File: config.mk
export PLATFORM = sky130hd
export DESIGN_NAME = gf_power_sum
export DESIGN_NICKNAME = d
export VERILOG_FILES = /design/src/rtl/gfps_pkg.sv /design/src/rtl/gfps_square.sv /design/src/rtl/gfps_cell.sv /design/src/rtl/gf_power_sum.sv
export SDC_FILE = /design/constraint.sdc
export NUM_CORES = 1
export LEC_CHECK = 0
export BUFFER_PORTS_ARGS = -buffer_cell sky130_fd_sc_hd__buf_2
export CAP_MARGIN = 20
export CORE_MARGIN = 2
export CORE_UTILIZATION = 49
export DETAILED_ROUTE_END_ITERATION = 7
export GPL_TIMING_DRIVEN = 0
export PLACE_DENSITY = 0.66
export SLEW_MARGIN = 0
export SYNTH_ARGS = -nofsm -noshare
export SYNTH_HDL_FRONTEND = slang
export SYNTH_SLANG_ARGS = --single-unit
File: constraint.sdc
create_clock -name clk -period 1.4 [get_ports clk]
set_input_delay 0 -clock clk [delete_from_list [all_inputs] [get_ports clk]]
set_output_delay 0 -clock clk [all_outputs]
set_load 0.05 [all_outputs]
File: src/rtl/gfps_pkg.sv
package gfps_pkg;

    // Widest field the shared helper supports
    localparam int GF_MAXW = 32;

    // Default field: m = 8, F = x^8 + x^4 + x^3 + x + 1
    localparam int          DEF_M    = 8;
    localparam logic [8:0]  DEF_POLY = 9'h11B;

    // Multiply a field element by x and reduce; width m given at run time.
    function automatic logic [GF_MAXW-1:0] gf_double(
        input logic [GF_MAXW-1:0] v,
        input logic [GF_MAXW-1:0] taps,
        input int unsigned        m
    );
        logic [GF_MAXW-1:0] mask;
        logic [GF_MAXW-1:0] r;
        mask = '0;
        for (int unsigned i = 0; i < GF_MAXW; i++) begin
            if (i < m) mask[i] = 1'b1;
        end
        r = (v << 1) & mask;
        if (v[m-1]) r = r ^ (taps & mask);
        return r;
    endfunction

endpackage

File: src/rtl/gfps_square.sv
module gfps_square #(
    parameter int         M    = gfps_pkg::DEF_M,
    parameter logic [M:0] POLY = gfps_pkg::DEF_POLY
) (
    input  logic [M-1:0] b_in,
    output logic [M-1:0] b2_out
);
    localparam int SW = 2 * M - 1;

    logic [SW-1:0] spread;

    always_comb begin
        spread = '0;
        for (int i = 0; i < M; i++) begin
            spread[2*i] = b_in[i];
        end
        // fold the high terms down, highest first: x^k = x^(k-M) * (F - x^M)
        for (int k = SW - 1; k >= M; k--) begin
            if (spread[k]) spread[k-M +: M] = spread[k-M +: M] ^ POLY[M-1:0];
        end
        b2_out = spread[M-1:0];
    end

endmodule

File: src/rtl/gfps_cell.sv
module gfps_cell #(
    parameter int         M    = gfps_pkg::DEF_M,
    parameter logic [M:0] POLY = gfps_pkg::DEF_POLY,
    parameter bit         LAST = 1'b0
) (
    input  logic         clk,
    input  logic         rst,
    input  logic         valid_i,
    input  logic [M-1:0] p_i,
    input  logic         a_bit,
    input  logic [M-1:0] b2_i,
    input  logic [M-1:0] c_i,
    output logic         valid_o,
    output logic [M-1:0] p_o
);
    import gfps_pkg::*;

    localparam logic [GF_MAXW-1:0] TAPS = GF_MAXW'(POLY[M-1:0]);

    logic [GF_MAXW-1:0] dbl_w;
    logic [M-1:0]       next_p;

    always_comb begin
        dbl_w  = gf_double(GF_MAXW'(p_i), TAPS, M);
        next_p = dbl_w[M-1:0] ^ (a_bit ? b2_i : '0) ^ (LAST ? c_i : '0);
    end

    always_ff @(posedge clk) begin
        if (rst) begin
            valid_o <= 1'b0;
            p_o     <= '0;
        end else begin
            valid_o <= valid_i;
            p_o     <= next_p;
        end
    end

    // a zero partial with a clear bit of A contributes nothing but the addend
    a_r7_idle_bit: assert property (@(posedge clk) disable iff (rst)
        (!a_bit && p_i == '0) |=> (p_o == $past(LAST ? c_i : '0)));

endmodule

File: src/rtl/gf_power_sum.sv
module gf_power_sum #(
    parameter int         M    = gfps_pkg::DEF_M,
    parameter logic [M:0] POLY = gfps_pkg::DEF_POLY
) (
    input  logic         clk,
    input  logic         rst,
    input  logic         in_valid,
    input  logic [M-1:0] a_in,
    input  logic [M-1:0] b_in,
    input  logic [M-1:0] c_in,
    output logic         out_valid,
    output logic [M-1:0] p_out
);
    localparam int NST = M;

    logic [M-1:0] b2_now;

    // skewed operand copies: index i feeds cell i
    logic [M-1:0] a_sk  [NST];
    logic [M-1:0] b2_sk [NST];
    logic [M-1:0] c_sk  [NST];

    // pipeline chain: index i is the input of cell i
    logic         v_ch [NST+1];
    logic [M-1:0] p_ch [NST+1];

    gfps_square #(.M(M), .POLY(POLY)) u_sq (
        .b_in   (b_in),
        .b2_out (b2_now)
    );

    assign a_sk[0]  = a_in;
    assign b2_sk[0] = b2_now;
    assign c_sk[0]  = c_in;
    assign v_ch[0]  = in_valid;
    assign p_ch[0]  = '0;

    genvar gi;
    generate
        for (gi = 1; gi < NST; gi++) begin : g_skew
            always_ff @(posedge clk) begin
                if (rst) begin
                    a_sk[gi]  <= '0;
                    b2_sk[gi] <= '0;
                    c_sk[gi]  <= '0;
                end else begin
                    a_sk[gi]  <= a_sk[gi-1];
                    b2_sk[gi] <= b2_sk[gi-1];
                    c_sk[gi]  <= c_sk[gi-1];
                end
            end
        end

        for (gi = 0; gi < NST; gi++) begin : g_cell
            gfps_cell #(
                .M    (M),
                .POLY (POLY),
                .LAST (gi == NST - 1)
            ) u_cell (
                .clk     (clk),
                .rst     (rst),
                .valid_i (v_ch[gi]),
                .p_i     (p_ch[gi]),
                .a_bit   (a_sk[gi][M-1-gi]),
                .b2_i    (b2_sk[gi]),
                .c_i     (c_sk[gi]),
                .valid_o (v_ch[gi+1]),
                .p_o     (p_ch[gi+1])
            );
        end
    endgenerate

    assign out_valid = v_ch[NST];
    assign p_out     = p_ch[NST];

    // the cycle after reset shows an empty, zeroed output
    a_r6_reset_clear: assert property (@(posedge clk)
        $past(rst) |-> (!out_valid && p_out == '0));

    // a bubble in the last cell's input becomes a bubble at the output
    a_r5_bubble_kept: assert property (@(posedge clk) disable iff (rst)
        !v_ch[NST-1] |=> !out_valid);

    // the squarer maps 0 to 0 and 1 to 1
    always_comb begin
        if (!rst && b_in == '0) begin
            a_r8_square_zero: assert (b2_now == '0);
        end
        if (!rst && b_in == M'(1)) begin
            a_r2_square_one: assert (b2_now == M'(1));
        end
    end

endmodule

# After elaboration in Yosys (flattened, before gate mapping)
# Index checks and enable logic that the tools add are counted.
# classes
mux	21
bitwise_logic	23
reduce_logical	1
# ops
op	count
$mux W5	14
$xor A8 B8 Y8	8
$mux W8	7
$not A4 Y4	14
$reduce_or A2 Y1	1
$not A1 Y1	1
# word_totals
regBits	212
input_bits	27
word_cells	82

# Depth between registers and ports, before layout
# Gate-level depths: netlist of the first run.
# logic_depth
depth_word	14
depth_mapped	4

# By module
# Synthesis of the first run repeated with hierarchy kept, for this count alone.
# unflattened
hier_cells	624
area_unflattened_um2	7205.7
# modules_own_cells
mod	instances	cells_each	area_per_inst_um2
gf_power_sum	1	296	3759.9
gfps_cell (g_cell[0].u_cell ...)	7	39	412.9
gfps_cell (g_cell[7].u_cell)	1	44	451.7
gfps_square	1	11	103.8

# Worst setup path before layout of the first run
# OpenSTA, ideal clock, no wires.
# synth_timing
kind	register -> register
startpoint	register a_sk[0] in the netlist's numbering
endpoint	register g_cell[7].u_cell.p_o[3]
setup_time_ps	118
arrival_ps	928
slack_ps	354
stages_incl_launch_ff	5
n_path_buf	1
cell_sequence	dfxtp_1 buf_2 nand2_1 xnor3_1 nor2b_1
# synth_between
elab_chain_len	3
# synth_rtl
element	line	rtl
from (decl)	gf_power_sum.sv:19	logic [M-1:0] a_sk [NST];
from (signal, indexed assignment)	gf_power_sum.sv:47	a_sk[gi] <= a_sk[gi-1];
$mux W8	gfps_cell.sv:25	next_p = dbl_w[M-1:0] ^ (a_bit ? b2_i : '0) ^ (LAST ? c_i : '0);
$xor A8 B8 Y8 (2 in series)	gfps_cell.sv:25	
to (signal assigned)	gfps_cell.sv:34	p_o <= next_p;
to (decl)	gfps_cell.sv:14	output logic [M-1:0] p_o
# No other way between the ends.
# A chain may end at the register's enable or synchronous reset.

# Final worst setup path of the first run
# layout_timing
startpoint	input port b_in[7]
endpoint	register g_cell[0].u_cell.p_o[4]
# layout_between
elab_chain_len	6
# layout_rtl
element	line	rtl
from (decl)	gf_power_sum.sv:9	input logic [M-1:0] b_in,
$mux W5 (*)	gfps_square.sv:19	if (spread[k]) spread[k-M +: M] = spread[k-M +: M] ^ POLY[M-1:0];
$not A4 Y4 (no line)	-	
$mux W5 (*) (2 in series)	gfps_square.sv:19	
$not A4 Y4 (no line)	-	
$mux W5 (*)	gfps_square.sv:19	
to (signal assigned)	gfps_cell.sv:34	
to (decl)	gfps_cell.sv:14	
# Mark *: on every way between the ends. The rest lies on a longest branch, timed or not.

==> impl_metrics.py, run 1 <==
metrics = {
    "logic_synthesis": {
        "synth_compound_area_share_pct": 0,
        "synth_top_family_by_area": "simple AND/OR/NAND/NOR gates",
        "synthMuxAreaShare_pct": 0,
        "synth-adder-area-share_pct": 0,
        "async_flop_share_pct": 0,
        "ys.flop_type": "dfxtp_1",
        "yosys-top-cells-area": "dfxtp_1, nor2b_1, xnor2_1",
        "yosysTopAreaCellShare_pct": 64.22,
        "yosys.area_share.xor_xnor_pct": 12.93,
        "yosys-top-cells-count": "dfxtp_1, nor2b_1, nor2_1",
        "netlist_instances": 604,
        "synth-seq-cells": 212,
        "synth.most_common_cell": "dfxtp_1",
        "synth-simple-area-share_pct": 20.73,
        "syn_nets": 631,
        "post_synth_num_cell_types": 11,
        "syn_area_per_cell_sq_um": 10.94,
        "ys_warn_count": 0,
        "synth_edf_count": 0,
        "synth_top_cell_by_area": "dfxtp_1",
        "syn_area_sq_mm": 0.006609,
        "ys_seq_area_share_pct": 64.22,
    },
    "setup_path": {
        "cp_top_family": "buffers and inverters",
        "path_buf_inv": 3,
        "critPathMaxFanout": 3,
        "cpMostUsedCell": "dlygate4sd3_1",
        "crit_arrival_ns": 1.69,
        "worstPathCellList": "dlygate4sd3_1 -> buf_2 -> xor2_4 -> xnor2_1 -> dlygate4sd3_1 -> nor2_1",
        "critPathRequiredTime_ns": 1.75,
        "path_class": "in -> reg",
        "start_kind": "input pin",
        "cpPeakStageDelay_ns": 0.59,
        "cp-end-kind": "register",
        "critical_path.slowest_cell": "dlygate4sd3_1",
    },
    "placement": {
        "gp_congestion": 0.7115,
        "port_buffers": 34,
        "dp_hpwl_um": 6380,
    },
    "detailed_routing": {
        "wl_per_cell_um": 10.56,
        "vias_per_cell": 4.110,
        "firstDrtPassIters": 4,
        "drtIter0Drc": 91,
        "finalWirelength_um": 9286,
        "vias": 3613,
        "drcViolationCount": 0,
        "ant_nets": 0,
    },
    "clock_network": {
        "cts_tree": "built",
        "cts_buffer_depth": 3,
        "clkLatencyLatePin_ns": 0.47,
        "clock_sinks": 212,
        "clk_pin_slew_ns": 0.06,
        "cts_buffers": 20,
        "cts-htree-levels": 1,
        "cts_setup_buffers": 0,
        "cts-root-buf": "clkbuf_16",
    },
    "cells_and_area": {
        "post_route_cells_drive_above_1_share_pct": 12.23,
        "syn2layout_area_growth_pct": 21.07,
        "fillers": 1079,
        "num_antenna_cells": 0,
        "fin_nets": 716,
    },
    "die": {
        "die_h_um": 120.1,
        "start_util_pct": 50.10,
        "die_area_sq_mm": 0.01443,
        "io_pins": 36,
        "core-area_sq_mm": 0.01319,
        "rows": 42,
        "dieWidth_um": 120.1,
    },
    "sta": {
        "final.setup.tns_ns": 0,
        "worstMarginPinSlew_ns": 0.5669,
        "rsz0062_at_grt": "no",
        "slew_headroom_pct": 62.21,
        "min_period_over_period_pct": 95.16,
        "slew_violations": 0,
        "fin_worst_skew_ns": 0.008712,
        "fmax_ghz": 0.7506,
        "fin_crit_ns": 1.332,
        "finalSetupViolations": 0,
        "finalHoldViolCount": 0,
    },
    "grt": {
        "grt_use_total_pct": 13.53,
        "grt_max_degree": 16,
        "antenna_found_initial": 0,
        "overflow": 0,
        "grt_pass1_vias": 3598,
        "grt_pass1_wl_um": 15790,
    },
    "pwr": {
        "total_power_mw": 12.36,
        "ir_drop_mv": 0.9521,
        "power_density_mw_per_mm2": 1544,
        "leakage_nw": 3.220,
    },
    "worst_hold_path": {
        "hold_path.class": "in -> reg",
    },
    "job": {
        "cap_violations": 0,
    },
    "status": {
        "status": "finished clean",
    },
}
-- power breakdown --
| group | total, mW | internal [mW] | switching, mW |
|---|---|---|---|
| registers | 6.30 | 6.23 | 0.0711 |
| clock network | 5.51 | 3.43 | 2.08 |
| logic | 0.556 | 0.293 | 0.263 |
| total | 12.4 | 9.95 | 2.41 |
-- layer usage --
| metal | share of wire (%) | up-vias | GRT usage, % |
|---|---|---|---|
| met5 | 0 | - | 0 |
| met4 | 2.6 | 0 | 4.706 |
| met3 | 3.3 | 18 | 2.709 |
| met2 | 53 | 53 | 26.31 |
| met1 | 42 | 1566 | 14.27 |
| li1 | - | 1976 | - |
-- per-stage QoR --
stage / hold WS (ns) / util (%) / instances / worst slack [ns] / instance area [sq um]
detailed placement: 0.2117 / 53.06 / 814 / 0.1524 / 6999
CTS: 0.04335 / 60.58 / 879 / 0.06067 / 7990
floorplan: 0.1282 / - / 604 / 0.3543 / 6609
global route: 0.08712 / 60.66 / 879 / 0.01326 / 8001
global placement: 0.2072 / 53.06 / 814 / 0.1437 / 6999
finish: 0.04978 / 60.66 / 879 / 0.06777 / 8001
-- final timing paths --
check	startpoint	to	slack [ns]	depth (start not counted)
hold / removal	rst	a_sk[25]	0.05	3
hold reg to reg	a_sk[42]	a_sk[34]	0.43	1
setup / recovery	b_in[7]	g_cell[0].u_cell.p_o[4]	0.07	6
setup reg to reg	a_sk[0]	g_cell[7].u_cell.p_o[1]	0.17	4
-- kinds of logic (layout without fill, tap and decap cells) --
family / count (synthesis) / in the layout
AND/OR/NAND/NOR: 269 / 269
flip-flops: 212 / 212
XOR/XNOR: 92 / 92
buffers and inverters: 31 / 130
-- state kept, by name, summed over array words and instances, names as in the netlist --
name                   flops
a_sk                      28
b2_sk                     56
c_sk                      56
g_cell.u_cell.p_o         64
g_cell.u_cell.valid_o      8
-- repair_timing --
action | CTS | global route
gates resized for setup | 0 | 1
hold buffers | 29 | 0
endpoints found under the hold margin | 32 | 0
endpoints found under the setup margin | 0 | 2
-- layout make-up --
| cell class | count | area (sq um) | share of cell area (%) |
|---|---|---|---|
| clock buffer | 31 | 623.1 | 7.787 |
| timing repair buffer | 63 | 460.4 | 5.755 |
| buffer | 31 | 140.1 | 1.751 |
| tap | 176 | 220.2 | 2.752 |
| clock inverter | 5 | 77.57 | 0.9695 |
| multi-input combinational | 361 | 2236 | 27.94 |
| sequential | 212 | 4244 | 53.04 |
-- placed cells by master (no fill, tap or decap) --
cell type	count
xnor3_1	3
dfxtp_1	212
clkinvlp_4	1
xor2_4	1
xor2_1	35
clkbuf_8	6
nor2b_1	143
clkinv_2	2
bufinv_16	2
clkbuf_16	21
nor2_1	69
xnor2_1	53
nand2_1	56
clkbuf_1	16
dlygate4sd3_1	29
nand2b_1	1
buf_2	53
-- worst register-to-register path: cells and delay by family (launching register included) --
family	cells	cell delay [ns]
buffers and inverters	1	0.18
and+or+nand+nor	2	0.25
xor gates and xnor gates	1	0.40
DFF	1	0.30
Power figures use the tool's default switching activity.
==> run 2: changes to the inputs <==
--- a/config.mk
+++ b/config.mk
@@ -11,7 +11,7 @@
 export CORE_UTILIZATION = 49
 export DETAILED_ROUTE_END_ITERATION = 7
 export GPL_TIMING_DRIVEN = 0
-export PLACE_DENSITY = 0.66
+export PLACE_DENSITY_LB_ADDON = 0.15
 export SLEW_MARGIN = 0
 export SYNTH_ARGS = -nofsm -noshare
 export SYNTH_HDL_FRONTEND = slang
==> run 2 against run 1 <==
  * Power grew 2.4%
  * Routed wire length grew 3.2%
  * Combinational power is essentially flat
  * Via count grew 1.6%
  * Setup slack gained 0.038 ns
  * Critical path depth is the same
  * Sequential power is essentially flat
  * Count of clock-buffer cells in the layout shrank 4
  * Non-clock buffer count grew 2
  * Register-to-register slack lost 0.06 ns
  * Critical path type unchanged
  * Largest cell class unchanged
==> impl_metrics.py, run 2 (synthesis gave the netlist of run 1 again) <==
metrics = {
    "setup_path": {
        "r2r_end": "g_cell[7].u_cell.p_o[1]",
        "regToRegSetupSlack_ns": 0.11,
        "critPathRequiredTime_ns": 1.76,
        "start_kind": "input pin",
        "critical_path.slowest_cell": "dlygate4sd3_1",
        "cpPeakStageDelay_ns": 0.56,
        "crit_arrival_ns": 1.66,
        "r2r_start": "a_sk[0]",
        "critPathMaxFanout": 4,
        "worstPathCellList": "dlygate4sd3_1 -> buf_2 -> xor2_1 -> dlygate4sd3_1 -> xnor2_1 -> nor2_1",
        "path_class": "in -> reg",
        "cp-end-kind": "register",
        "cpMostUsedCell": "dlygate4sd3_1",
        "r2r.worst_path.cells": 4,
    },
    "cells_and_area": {
        "fillers": 1087,
        "fin_nets": 719,
        "num_antenna_cells": 0,
        "final_cell_mix": "dfxtp_1, nor2b_1, nor2_1, nand2_1",
        "reg_top3": "g_cell.u_cell.p_o x64, b2_sk x56, c_sk x56",
        "syn2layout_area_growth_pct": 21.75,
        "max_flop_register": "g_cell.u_cell.p_o",
        "final_common_cell": "dfxtp_1",
        "largest_reg_flops": 64,
        "post_route_cells_drive_above_1_share_pct": 12.46,
    },
    "clock_network": {
        "cts_tree": "built",
        "cts-htree-levels": 1,
        "cts_buffers": 21,
        "clkLatencyLatePin_ns": 0.48,
        "clock_sinks": 212,
        "cts_buffer_depth": 3,
        "clk_pin_slew_ns": 0.06,
        "cts-root-buf": "clkbuf_16",
        "cts_setup_buffers": 0,
    },
    "die": {
        "die_area_sq_mm": 0.01443,
        "dieWidth_um": 120.1,
        "start_util_pct": 50.10,
        "io_pins": 36,
        "die_h_um": 120.1,
        "rows": 42,
        "core-area_sq_mm": 0.01319,
    },
    "placement": {
        "port_buffers": 34,
        "dp_hpwl_um": 6704,
        "gp_congestion": 0.6956,
        "place_ws_ns": 0.1236,
    },
    "detailed_routing": {
        "firstDrtPassIters": 4,
        "wl_per_cell_um": 10.87,
        "vias": 3672,
        "vias_per_cell": 4.163,
        "drcViolationCount": 0,
        "ant_nets": 0,
        "finalWirelength_um": 9587,
        "drtIter0Drc": 120,
    },
    "pwr": {
        "ir_drop_mv": 0.7837,
        "power_density_mw_per_mm2": 1573,
        "total_power_mw": 12.66,
        "leakage_nw": 3.253,
    },
    "sta": {
        "fin_crit_ns": 1.295,
        "finalSetupViolations": 0,
        "fin_worst_skew_ns": 0.007800,
        "finalHoldViolCount": 0,
        "slew_headroom_pct": 66.58,
        "min_period_over_period_pct": 92.47,
        "setup_slack_ns": 0.1055,
        "final.setup.tns_ns": 0,
        "worstMarginPinSlew_ns": 0.5012,
        "slew_violations": 0,
        "fmax_ghz": 0.7725,
        "rsz0062_at_grt": "no",
    },
    "grt": {
        "grt_use_total_pct": 13.96,
        "antenna_found_initial": 0,
        "grt_max_degree": 16,
        "overflow": 0,
        "grt_pass1_vias": 3619,
        "grt_pass1_wl_um": 16030,
    },
    "job": {
        "cap_violations": 0,
    },
    "status": {
        "status": "finished clean",
    },
    "worst_hold_path": {
        "min_to": "a_sk[25]",
        "hold_path.class": "in -> reg",
        "min_from": "rst",
        "whs_path_depth": 3,
    },
}
[run 2: per-layer routing]
layer	global-route usage, %	vias to the layer above	wire, um
met4	5.588	0	221
met5	0	-	0
li1	-	1980	-
met1	14.31	1619	3911
met2	27.49	55	5110
met3	2.519	18	343
[run 2: worst max path at each step]
stage | slack, ns | end | depth (start not counted) | from
floorplan | 0.35 | g_cell[7].u_cell.p_o[3] | 4 | a_sk[0]
CTS | 0.03 | g_cell[0].u_cell.p_o[3] | 6 | b_in[7]
detailed placement | 0.12 | g_cell[7].u_cell.p_o[1] | 4 | a_sk[0]
global placement | 0.14 | g_cell[7].u_cell.p_o[1] | 4 | a_sk[0]
global route | 0.06 | g_cell[7].u_cell.p_o[1] | 4 | a_sk[0]
finish | 0.11 | g_cell[0].u_cell.p_o[0] | 6 | b_in[6]
[run 2: cell type report]
type / instances / area, sq um / share of cell area [%]
Timing Repair Buffer: 65 / 483.0 / 6.002
Tap cell: 176 / 220.2 / 2.737
Buffer: 31 / 140.1 / 1.742
Multi-Input combinational cell: 361 / 2225 / 27.65
Clock inverter: 10 / 156.4 / 1.944
Sequential cell: 212 / 4244 / 52.74
Clock buffer: 27 / 578.1 / 7.184
[run 2: what timing repair did]
| action | in CTS | in global routing |
|---|---|---|
| endpoints found under the hold margin | 32 | 0 |
| gates resized for setup | 0 | 1 |
| endpoints found under the setup margin | 0 | 3 |
| hold buffers | 31 | 0 |
[run 2: critical path: cells and delay by family]
kind | cells | cell delay (ns)
xor+xnor | 2 | 0.34
buf+inv | 3 | 1.26
simple gates | 1 | 0.06
[run 2: where the power goes]
group | internal (mW) | total (mW) | switching [mW]
logic | 0.295 | 0.555 | 0.260
clock network | 3.65 | 5.81 | 2.15
registers | 6.23 | 6.30 | 0.0729
[run 2: metrics by stage]
step	utilization, %	hold slack [ns]	instance area (sq um)	cells
floorplan	-	0.1282	6609	604
finish	61.00	0.03696	8046	882
CTS	60.98	0.04112	8044	882
global placement	53.06	0.2082	6999	814
detailed placement	53.06	0.2141	6999	814
global route	61.00	0.08003	8046	882
